**config.mk**
```make
export PLATFORM = sky130hd
export DESIGN_NAME = board_sysctl_regs
export DESIGN_NICKNAME = d
export VERILOG_FILES = /design/src/rtl/sysctl_pkg.sv /design/src/rtl/sysctl_disp_buf.sv /design/src/rtl/sysctl_misc_regs.sv /design/src/rtl/sysctl_i2c_port.sv /design/src/rtl/board_sysctl_regs.sv
export SDC_FILE = /design/constraint.sdc
export NUM_CORES = 1
export LEC_CHECK = 0
export ABC_CLOCK_PERIOD_IN_PS = 1780
export BUFFER_PORTS_ARGS = -buffer_cell sky130_fd_sc_hd__buf_4
export CORE_AREA = 2 2 134 136
export CTS_BUF_LIST = sky130_fd_sc_hd__clkbuf_8
export CTS_CLUSTER_SIZE = 20
export DETAILED_ROUTE_END_ITERATION = 10
export DIE_AREA = 0 0 136 138
export GPL_TIMING_DRIVEN = 0
export RECOVER_POWER = 100
export SLEW_MARGIN = 15
export SYNTH_ARGS = -nofsm -noshare
export SYNTH_HDL_FRONTEND = slang
export SYNTH_SLANG_ARGS = --single-unit
```
**constraint.sdc**
```tcl
create_clock -name clk_i -period 1.78 [get_ports clk_i]
set_input_delay 0.089 -clock clk_i [delete_from_list [all_inputs] [get_ports clk_i]]
set_output_delay 0.089 -clock clk_i [all_outputs]
set_load 0.02 [all_outputs]
```
**src/rtl/sysctl_pkg.sv**
```systemverilog
package sysctl_pkg;
  localparam int unsigned OFS_W = 20;
  typedef logic [OFS_W-1:0] ofs_t;

  localparam ofs_t OFS_SWITCH  = 20'h00200;
  localparam ofs_t OFS_STATUS  = 20'h00208;
  localparam ofs_t OFS_JUMPER  = 20'h00210;
  localparam ofs_t OFS_LED     = 20'h00408;
  localparam ofs_t OFS_HEXWORD = 20'h00410;
  localparam ofs_t OFS_CHAR0   = 20'h00418;
  localparam ofs_t OFS_SOFTRST = 20'h00500;
  localparam ofs_t OFS_BRK     = 20'h00508;
  localparam ofs_t OFS_GPOUT   = 20'h00A00;
  localparam ofs_t OFS_GPIN    = 20'h00A08;
  localparam ofs_t OFS_I2C_IN  = 20'h00B00;
  localparam ofs_t OFS_I2C_OE  = 20'h00B08;
  localparam ofs_t OFS_I2C_OUT = 20'h00B10;
  localparam ofs_t OFS_I2C_SEL = 20'h00B18;

  localparam int unsigned CHAR_SHIFT = 3;  // character slots are 8 bytes apart

  function automatic logic [7:0] nib_to_ascii(input logic [3:0] n);
    return (n < 4'd10) ? (8'h30 + {4'h0, n}) : (8'h37 + {4'h0, n});
  endfunction
endpackage

```
**src/rtl/sysctl_disp_buf.sv**
```systemverilog
module sysctl_disp_buf #(
  parameter int unsigned N_CHARS = 8,
  parameter int unsigned CW      = 8,
  parameter int unsigned DW      = 32,
  localparam int unsigned IDX_W  = $clog2(N_CHARS)
) (
  input  logic                  clk_i,
  input  logic                  rst_ni,
  input  logic                  word_we_i,
  input  logic                  char_we_i,
  input  logic [IDX_W-1:0]      char_idx_i,
  input  logic [DW-1:0]         wdata_i,
  output logic [N_CHARS*CW-1:0] chars_o
);
  import sysctl_pkg::*;

  localparam logic [CW-1:0] BLANK = CW'(8'h20);

  for (genvar k = 0; k < N_CHARS; k++) begin : g_char
    logic [CW-1:0] ch_q;
    always_ff @(posedge clk_i or negedge rst_ni) begin
      if (!rst_ni) begin
        ch_q <= BLANK;
      end else if (word_we_i) begin
        // character 0 takes the most significant nibble
        ch_q <= CW'(nib_to_ascii(wdata_i[DW-1-4*k -: 4]));
      end else if (char_we_i && char_idx_i == IDX_W'(k)) begin
        ch_q <= wdata_i[CW-1:0];
      end
    end
    assign chars_o[k*CW +: CW] = ch_q;
  end
endmodule

```
**src/rtl/sysctl_misc_regs.sv**
```systemverilog
module sysctl_misc_regs #(
  parameter int unsigned DW      = 32,
  parameter int unsigned BW      = 8,
  parameter logic [31:0] MAGIC   = 32'h0000_0042,
  parameter logic [7:0]  BRK_RST = 8'h0A
) (
  input  logic          clk_i,
  input  logic          rst_ni,
  input  logic          led_we_i,
  input  logic          brk_we_i,
  input  logic          gp_we_i,
  input  logic          softrst_we_i,
  input  logic [DW-1:0] wdata_i,
  output logic [BW-1:0] led_q_o,
  output logic [BW-1:0] brk_q_o,
  output logic [BW-1:0] gp_q_o,
  output logic          rst_req_o
);
  always_ff @(posedge clk_i or negedge rst_ni) begin
    if (!rst_ni) begin
      led_q_o   <= '0;
      brk_q_o   <= BW'(BRK_RST);
      gp_q_o    <= '0;
      rst_req_o <= 1'b0;
    end else begin
      if (led_we_i) led_q_o <= wdata_i[BW-1:0];
      if (brk_we_i) brk_q_o <= wdata_i[BW-1:0];
      if (gp_we_i)  gp_q_o  <= wdata_i[BW-1:0];
      // full-width compare: 0x142 must not trigger
      rst_req_o <= softrst_we_i && (wdata_i == DW'(MAGIC));
    end
  end
endmodule

```
**src/rtl/sysctl_i2c_port.sv**
```systemverilog
module sysctl_i2c_port #(
  parameter int unsigned DW = 32
) (
  input  logic          clk_i,
  input  logic          rst_ni,
  input  logic          out_we_i,
  input  logic          oe_we_i,
  input  logic          sel_we_i,
  input  logic [DW-1:0] wdata_i,
  input  logic          eeprom_sda_i,
  output logic [DW-1:0] out_q_o,
  output logic [1:0]    oe_q_o,
  output logic          sel_q_o,
  output logic [DW-1:0] in_word_o,
  output logic          scl_o,
  output logic          sda_o,
  output logic          stb_o
);
  localparam logic [DW-1:0] IO_RST = DW'(3);

  always_ff @(posedge clk_i or negedge rst_ni) begin
    if (!rst_ni) begin
      out_q_o <= IO_RST;
      oe_q_o  <= '0;
      sel_q_o <= 1'b1;
      stb_o   <= 1'b0;
    end else begin
      if (out_we_i) out_q_o <= wdata_i;
      if (oe_we_i)  oe_q_o  <= wdata_i[1:0];
      if (sel_we_i) sel_q_o <= wdata_i[0];
      stb_o <= out_we_i;
    end
  end

  assign scl_o     = out_q_o[1];
  assign sda_o     = out_q_o[0];
  // input register is never written; bit 0 follows the EEPROM pin live
  assign in_word_o = {IO_RST[DW-1:1], eeprom_sda_i};
endmodule

```
**src/rtl/board_sysctl_regs.sv**
```systemverilog
module board_sysctl_regs #(
  parameter int unsigned AW         = 32,
  parameter int unsigned DW         = 32,
  parameter int unsigned N_CHARS    = 8,
  parameter int unsigned CW         = 8,
  parameter bit          BIG_ENDIAN = 1'b0
) (
  input  logic                  clk_i,
  input  logic                  rst_ni,
  input  logic [AW-1:0]         addr_i,
  input  logic                  wr_en_i,
  input  logic [DW-1:0]         wdata_i,
  input  logic                  rd_en_i,
  output logic [DW-1:0]         rdata_o,
  output logic [7:0]            led_o,
  output logic [N_CHARS*CW-1:0] disp_o,
  output logic                  sys_rst_req_o,
  output logic                  scl_o,
  output logic                  sda_o,
  output logic                  i2c_stb_o,
  input  logic                  eeprom_sda_i
);
  import sysctl_pkg::*;

  localparam int unsigned IDX_W     = $clog2(N_CHARS);
  localparam ofs_t        CHAR_SPAN = ofs_t'(N_CHARS << CHAR_SHIFT);
  localparam logic [DW-1:0] STATUS_VAL = BIG_ENDIAN ? DW'(8'h12) : DW'(8'h10);

  ofs_t ofs;
  ofs_t char_rel;
  logic char_hit;
  logic unused_addr_hi;

  assign ofs            = addr_i[OFS_W-1:0];
  assign unused_addr_hi = ^addr_i[AW-1:OFS_W];
  assign char_rel       = ofs - OFS_CHAR0;  // wraps high when below the window
  assign char_hit       = (char_rel < CHAR_SPAN) && (char_rel[CHAR_SHIFT-1:0] == '0);

  logic [7:0]    led_q, brk_q, gp_q;
  logic [DW-1:0] i2c_out_q, i2c_in_word;
  logic [1:0]    i2c_oe_q;
  logic          i2c_sel_q;

  sysctl_misc_regs #(.DW(DW), .BW(8)) u_misc (
    .clk_i        (clk_i),
    .rst_ni       (rst_ni),
    .led_we_i     (wr_en_i && ofs == OFS_LED),
    .brk_we_i     (wr_en_i && ofs == OFS_BRK),
    .gp_we_i      (wr_en_i && ofs == OFS_GPOUT),
    .softrst_we_i (wr_en_i && ofs == OFS_SOFTRST),
    .wdata_i      (wdata_i),
    .led_q_o      (led_q),
    .brk_q_o      (brk_q),
    .gp_q_o       (gp_q),
    .rst_req_o    (sys_rst_req_o)
  );

  sysctl_disp_buf #(.N_CHARS(N_CHARS), .CW(CW), .DW(DW)) u_disp (
    .clk_i      (clk_i),
    .rst_ni     (rst_ni),
    .word_we_i  (wr_en_i && ofs == OFS_HEXWORD),
    .char_we_i  (wr_en_i && char_hit),
    .char_idx_i (char_rel[CHAR_SHIFT +: IDX_W]),
    .wdata_i    (wdata_i),
    .chars_o    (disp_o)
  );

  sysctl_i2c_port #(.DW(DW)) u_i2c (
    .clk_i        (clk_i),
    .rst_ni       (rst_ni),
    .out_we_i     (wr_en_i && ofs == OFS_I2C_OUT),
    .oe_we_i      (wr_en_i && ofs == OFS_I2C_OE),
    .sel_we_i     (wr_en_i && ofs == OFS_I2C_SEL),
    .wdata_i      (wdata_i),
    .eeprom_sda_i (eeprom_sda_i),
    .out_q_o      (i2c_out_q),
    .oe_q_o       (i2c_oe_q),
    .sel_q_o      (i2c_sel_q),
    .in_word_o    (i2c_in_word),
    .scl_o        (scl_o),
    .sda_o        (sda_o),
    .stb_o        (i2c_stb_o)
  );

  assign led_o = led_q;

  always_comb begin
    rdata_o = '0;
    if (rd_en_i) begin
      case (ofs)
        OFS_STATUS:  rdata_o = STATUS_VAL;
        OFS_LED:     rdata_o = DW'(led_q);
        OFS_BRK:     rdata_o = DW'(brk_q);
        OFS_GPOUT:   rdata_o = DW'(gp_q);
        OFS_GPIN:    rdata_o = i2c_sel_q ? i2c_out_q : '0;
        OFS_I2C_IN:  rdata_o = i2c_in_word;
        OFS_I2C_OE:  rdata_o = DW'(i2c_oe_q);
        OFS_I2C_OUT: rdata_o = i2c_out_q;
        OFS_I2C_SEL: rdata_o = DW'(i2c_sel_q);
        default:     rdata_o = '0;  // switch, jumper, write-only and unmapped
      endcase
    end
  end
endmodule

```
==> impl_metrics.csv <==
group,metric,value,unit
outcome,outcome,"finished, violations left",
outcome,violations,"capacitance limit, slew limit, setup timing",
power_and_ir_drop,pwr-share-comb,0.085,
sta,rsz0062_at_grt,"yes",
floorplan,rows,49,
yosys,synthArstFlopShare,1.00,
clock_tree,cts.htree.levels,4,
cells_and_area,finalNetCount,929,
power_and_ir_drop,p_per_area,703,mW/mm^2
power_and_ir_drop,p_leak,4.35,nW
cells_and_area,layout-drive-gt1-share,0.326,
floorplan,die_w,136,um
worst_setup_path,startpoint_type,"flip-flop",
yosys,ys_ff_latch,125,
drt,ant_nets,0,
sta,relSlewSlack,-0.0675,
clock_tree,tritoncts,"yes",
run,max-cap-violations,1,
clock_tree,cts_buffer_depth,2,
grt,grt-ovfl-total,0,
yosys,ys_seq_area_frac,0.464,
yosys,synth_fa_ha_area_frac,0.0296,
worst_setup_path,critPathSlowestCell,"dfstp_2",
sta,fmax,460,MHz
clock_tree,insertion_delay,0.44,ns
cells_and_area,finalCoreUtilization,0.529,
power_and_ir_drop,clkPwrFrac,0.479,
clock_tree,cts_buffers,17,
cells_and_area,area_growth,37.0,%
yosys,synth_top_family_by_area,"multiplexers",
yosys,synth_compound_area_frac,0.101,
grt,grt_pass1_vias,6169,
place,detailed_place_hpwl,15.8,mm
yosys,synth_edf_count,0,
floorplan,die_area,0.0188,mm^2
sta,slew_viol_final,59,
drt,wl_per_cell,20.7,um
yosys,synthMuxAreaShare,0.210,
worst_setup_path,arrival,2.09,ns
worst_setup_path,criticalPathCategory,"reg2out",
yosys,synthTopCellsByArea,"dfrtp_1 (41%), mux2_2 (10%), mux2i_1 (9.9%)",
power_and_ir_drop,internal-power,5.03,mW
power_and_ir_drop,seq_power_share,0.435,
grt,antenna_found_initial,0,
worst_setup_path,slowest_delay,0.57,ns
cells_and_area,diodes,0,
sta,finalSetupViolCount,111,
yosys,avgSynthCellArea,10.9,um^2
place,preCtsSetupSlack,-0.752,ns
yosys,synth-simple-area-share,0.150,
clock_tree,cts_root_buffer,"clkbuf_8",
worst_setup_path,cp.required,1.69,ns
yosys,syn_nets,704,
grt,grt_start_max_net_pins,68,
yosys,yosys.area.top_type,"dfrtp_1",
drt,viasPerCell,5.43,
sta,post-route-period-util,1.22,
drt,routed_wirelength,22.4,mm
grt,grt_first_pass_wirelength,34.5,mm
yosys,synthXorXnorAreaFrac,0.0103,
sta,fin_ws,-0.396,ns
drt,dr.pass1.iters,7,
sta,finalCriticalPeriod,2.18,ns
yosys,syn_area,0.00677,mm^2
floorplan,core,0.0175,mm^2
drt,drcViolationCount,0,
grt,grt_use_total,0.243,
yosys,synth_top_cell_area_share,0.414,
yosys,synth_most_common_cell,"dfrtp_1",
clock_tree,clk_pin_slew,0.07,ns
sta,skew,0,ns
worst_setup_path,path_cells,"o2bb2ai_4 -> and3_4 -> and4_4 -> buf_8 -> and2_4 -> buf_6",
floorplan,ios,177,
drt,vias,5896,
floorplan,die_y,138,um
yosys,synth.distinct_cells,54,
power_and_ir_drop,ir_drop,486,uV
worst_hold_path,hold_class,"in2reg",
yosys,syn_inst,619,
sta,finalHoldViolCount,0,
power_and_ir_drop,swShare,0.229,
worst_setup_path,cp-end-kind,"primary output",
yosys,synth_commonest_cells,"dfrtp_1 (112), mux2i_1 (67), mux2_2 (63), a21oi_1 (58), nor2_1 (48)",
place,gp_congestion,0.883,
place,io_buffers,160,
sta,hold_ws,0.0440,ns
sta,tightest_slew,1.60,ns
yosys,synth_ff_type,"dfrtp_1",
clock_tree,clkSinkCount,125,
drt,first_iter_violations,393,
yosys,yosysWarnings,0,
floorplan,initial_core_util,0.386,
worst_setup_path,critPathMaxFanout,6,
power_and_ir_drop,p_sw,1.49,mW
## placed cells by master (no fill, tap or decap), drive strengths merged, types with 5 or more instances in the layout
master	netlist	layout
and2	26	26
dlygate4sd3	0	32
a222oi	6	6
o21ai	19	19
a21oi	58	58
nand2	21	21
nor4	10	10
nand3	7	7
clkbuf	23	109
bufinv	0	7
nand4	7	7
a211oi	5	5
nand2b	5	5
ha	16	16
nor2	49	49
buf	13	119
a21boi	6	6
xnor2	8	8
mux2i	67	67
dfstp	13	13
clkinv	0	6
mux2	67	67
inv	21	22
nor3	11	11
dfrtp	112	112
nor3b	5	5
nor2b	6	6
## power by group through the flow
stage / sequential (mW) / clock [mW] / combinational [mW]
2_1_floorplan: 2.89 / 0 / 0.185
3_3_place_gp: 2.89 / 0 / 0.464
3_5_place_dp: 2.89 / 0 / 0.483
4_1_cts: 2.84 / 3.18 / 0.552
5_1_grt: 2.84 / 3.31 / 0.608
6_report: 2.84 / 3.12 / 0.557
## flip-flops by register name, summed over array words and instances (netlist names)
| register | flops |
|---|---|
| u_disp.g_char.ch_q | 64 |
| u_i2c.sel_q_o | 1 |
| u_i2c.stb_o | 1 |
| u_i2c.oe_q_o | 2 |
| u_i2c.out_q_o | 32 |
| u_misc.rst_req_o | 1 |
| u_misc.led_q_o | 8 |
| u_misc.brk_q_o | 8 |
| u_misc.gp_q_o | 8 |
## final timing paths
| kind | startpoint | endpoint | slack (ns) | cells past startpoint |
|---|---|---|---|---|
| max | u_i2c.sel_q_o | rdata_o[23] | -0.40 | 6 |
| min | wdata_i[3] | u_disp.g_char[5].ch_q[3] | 0.04 | 3 |
| max reg2reg | u_disp.g_char[7].ch_q[2] | u_disp.g_char[7].ch_q[2] | 0.80 | 2 |
| min reg2reg | u_i2c.out_q_o[13] | u_i2c.out_q_o[13] | 0.49 | 1 |
| max in group asynchronous | rst_ni | u_disp.g_char[4].ch_q[5] | 0.10 | 3 |
| min in group asynchronous | rst_ni | u_misc.led_q_o[6] | 0.56 | 2 |
## per-layer routing
metal | GRT usage | vias up | part of all wire
met1 | 0.311 | 2949 | 0.41
met2 | 0.405 | 228 | 0.50
met3 | 0.0513 | 37 | 0.062
met5 | 0 | - | 0
li1 | - | 2682 | -
met4 | 0.0844 | 0 | 0.024
## through the flow
stage	total power, mW	cells	setup TNS (ns)	instance area (um^2)
6_report	6.52	1086	-21.90	9280
4_1_cts	6.57	1083	-15.78	9450
3_5_place_dp	3.38	1009	-79.69	8350
5_1_grt	6.75	1086	-41.05	9280
3_3_place_gp	3.36	1008	-71.97	8320
2_1_floorplan	3.08	619	-0.901	6830
## critical path, delay by kind of cell (launching register included)
kind | cells | cell delay, ns
AO/OA/AOI/OAI | 1 | 0.13
flip-flops | 1 | 0.57
AND/OR/NAND/NOR | 3 | 0.68
buffers and inverters | 2 | 0.25
## repair_timing
action                     in CTS  in global routing
pin swaps                      31                  9
gates resized for setup        61                 33
gates cloned                    2                  0
hold endpoints to repair      109                  0
buffers inserted                8                  5
setup endpoints to repair     107                123
hold buffers                   32                  0
## area by class of cell
cell class,count,area (um^2)
Clock inverter,14,248
Inverter,21,78.8
Tap cell,229,287
Clock buffer,18,248
Timing Repair Buffer,207,1530
Multi-Input combinational cell,437,3560
Fill cell,1605,8250
Sequential cell,125,3140
Buffer,35,191
## cell families (layout without fill, tap and decap cells)
| family | after synthesis | in the layout |
|---|---|---|
| xor gates and xnor gates | 8 | 8 |
| AOI/OAI and AO/OA | 113 | 113 |
| adders and majority gates | 16 | 16 |
| DFF | 125 | 125 |
| buffers and inverters | 57 | 295 |
| muxes | 134 | 134 |
| and+or+nand+nor | 166 | 166 |
No activity file was read; power rests on OpenSTA's default activity.
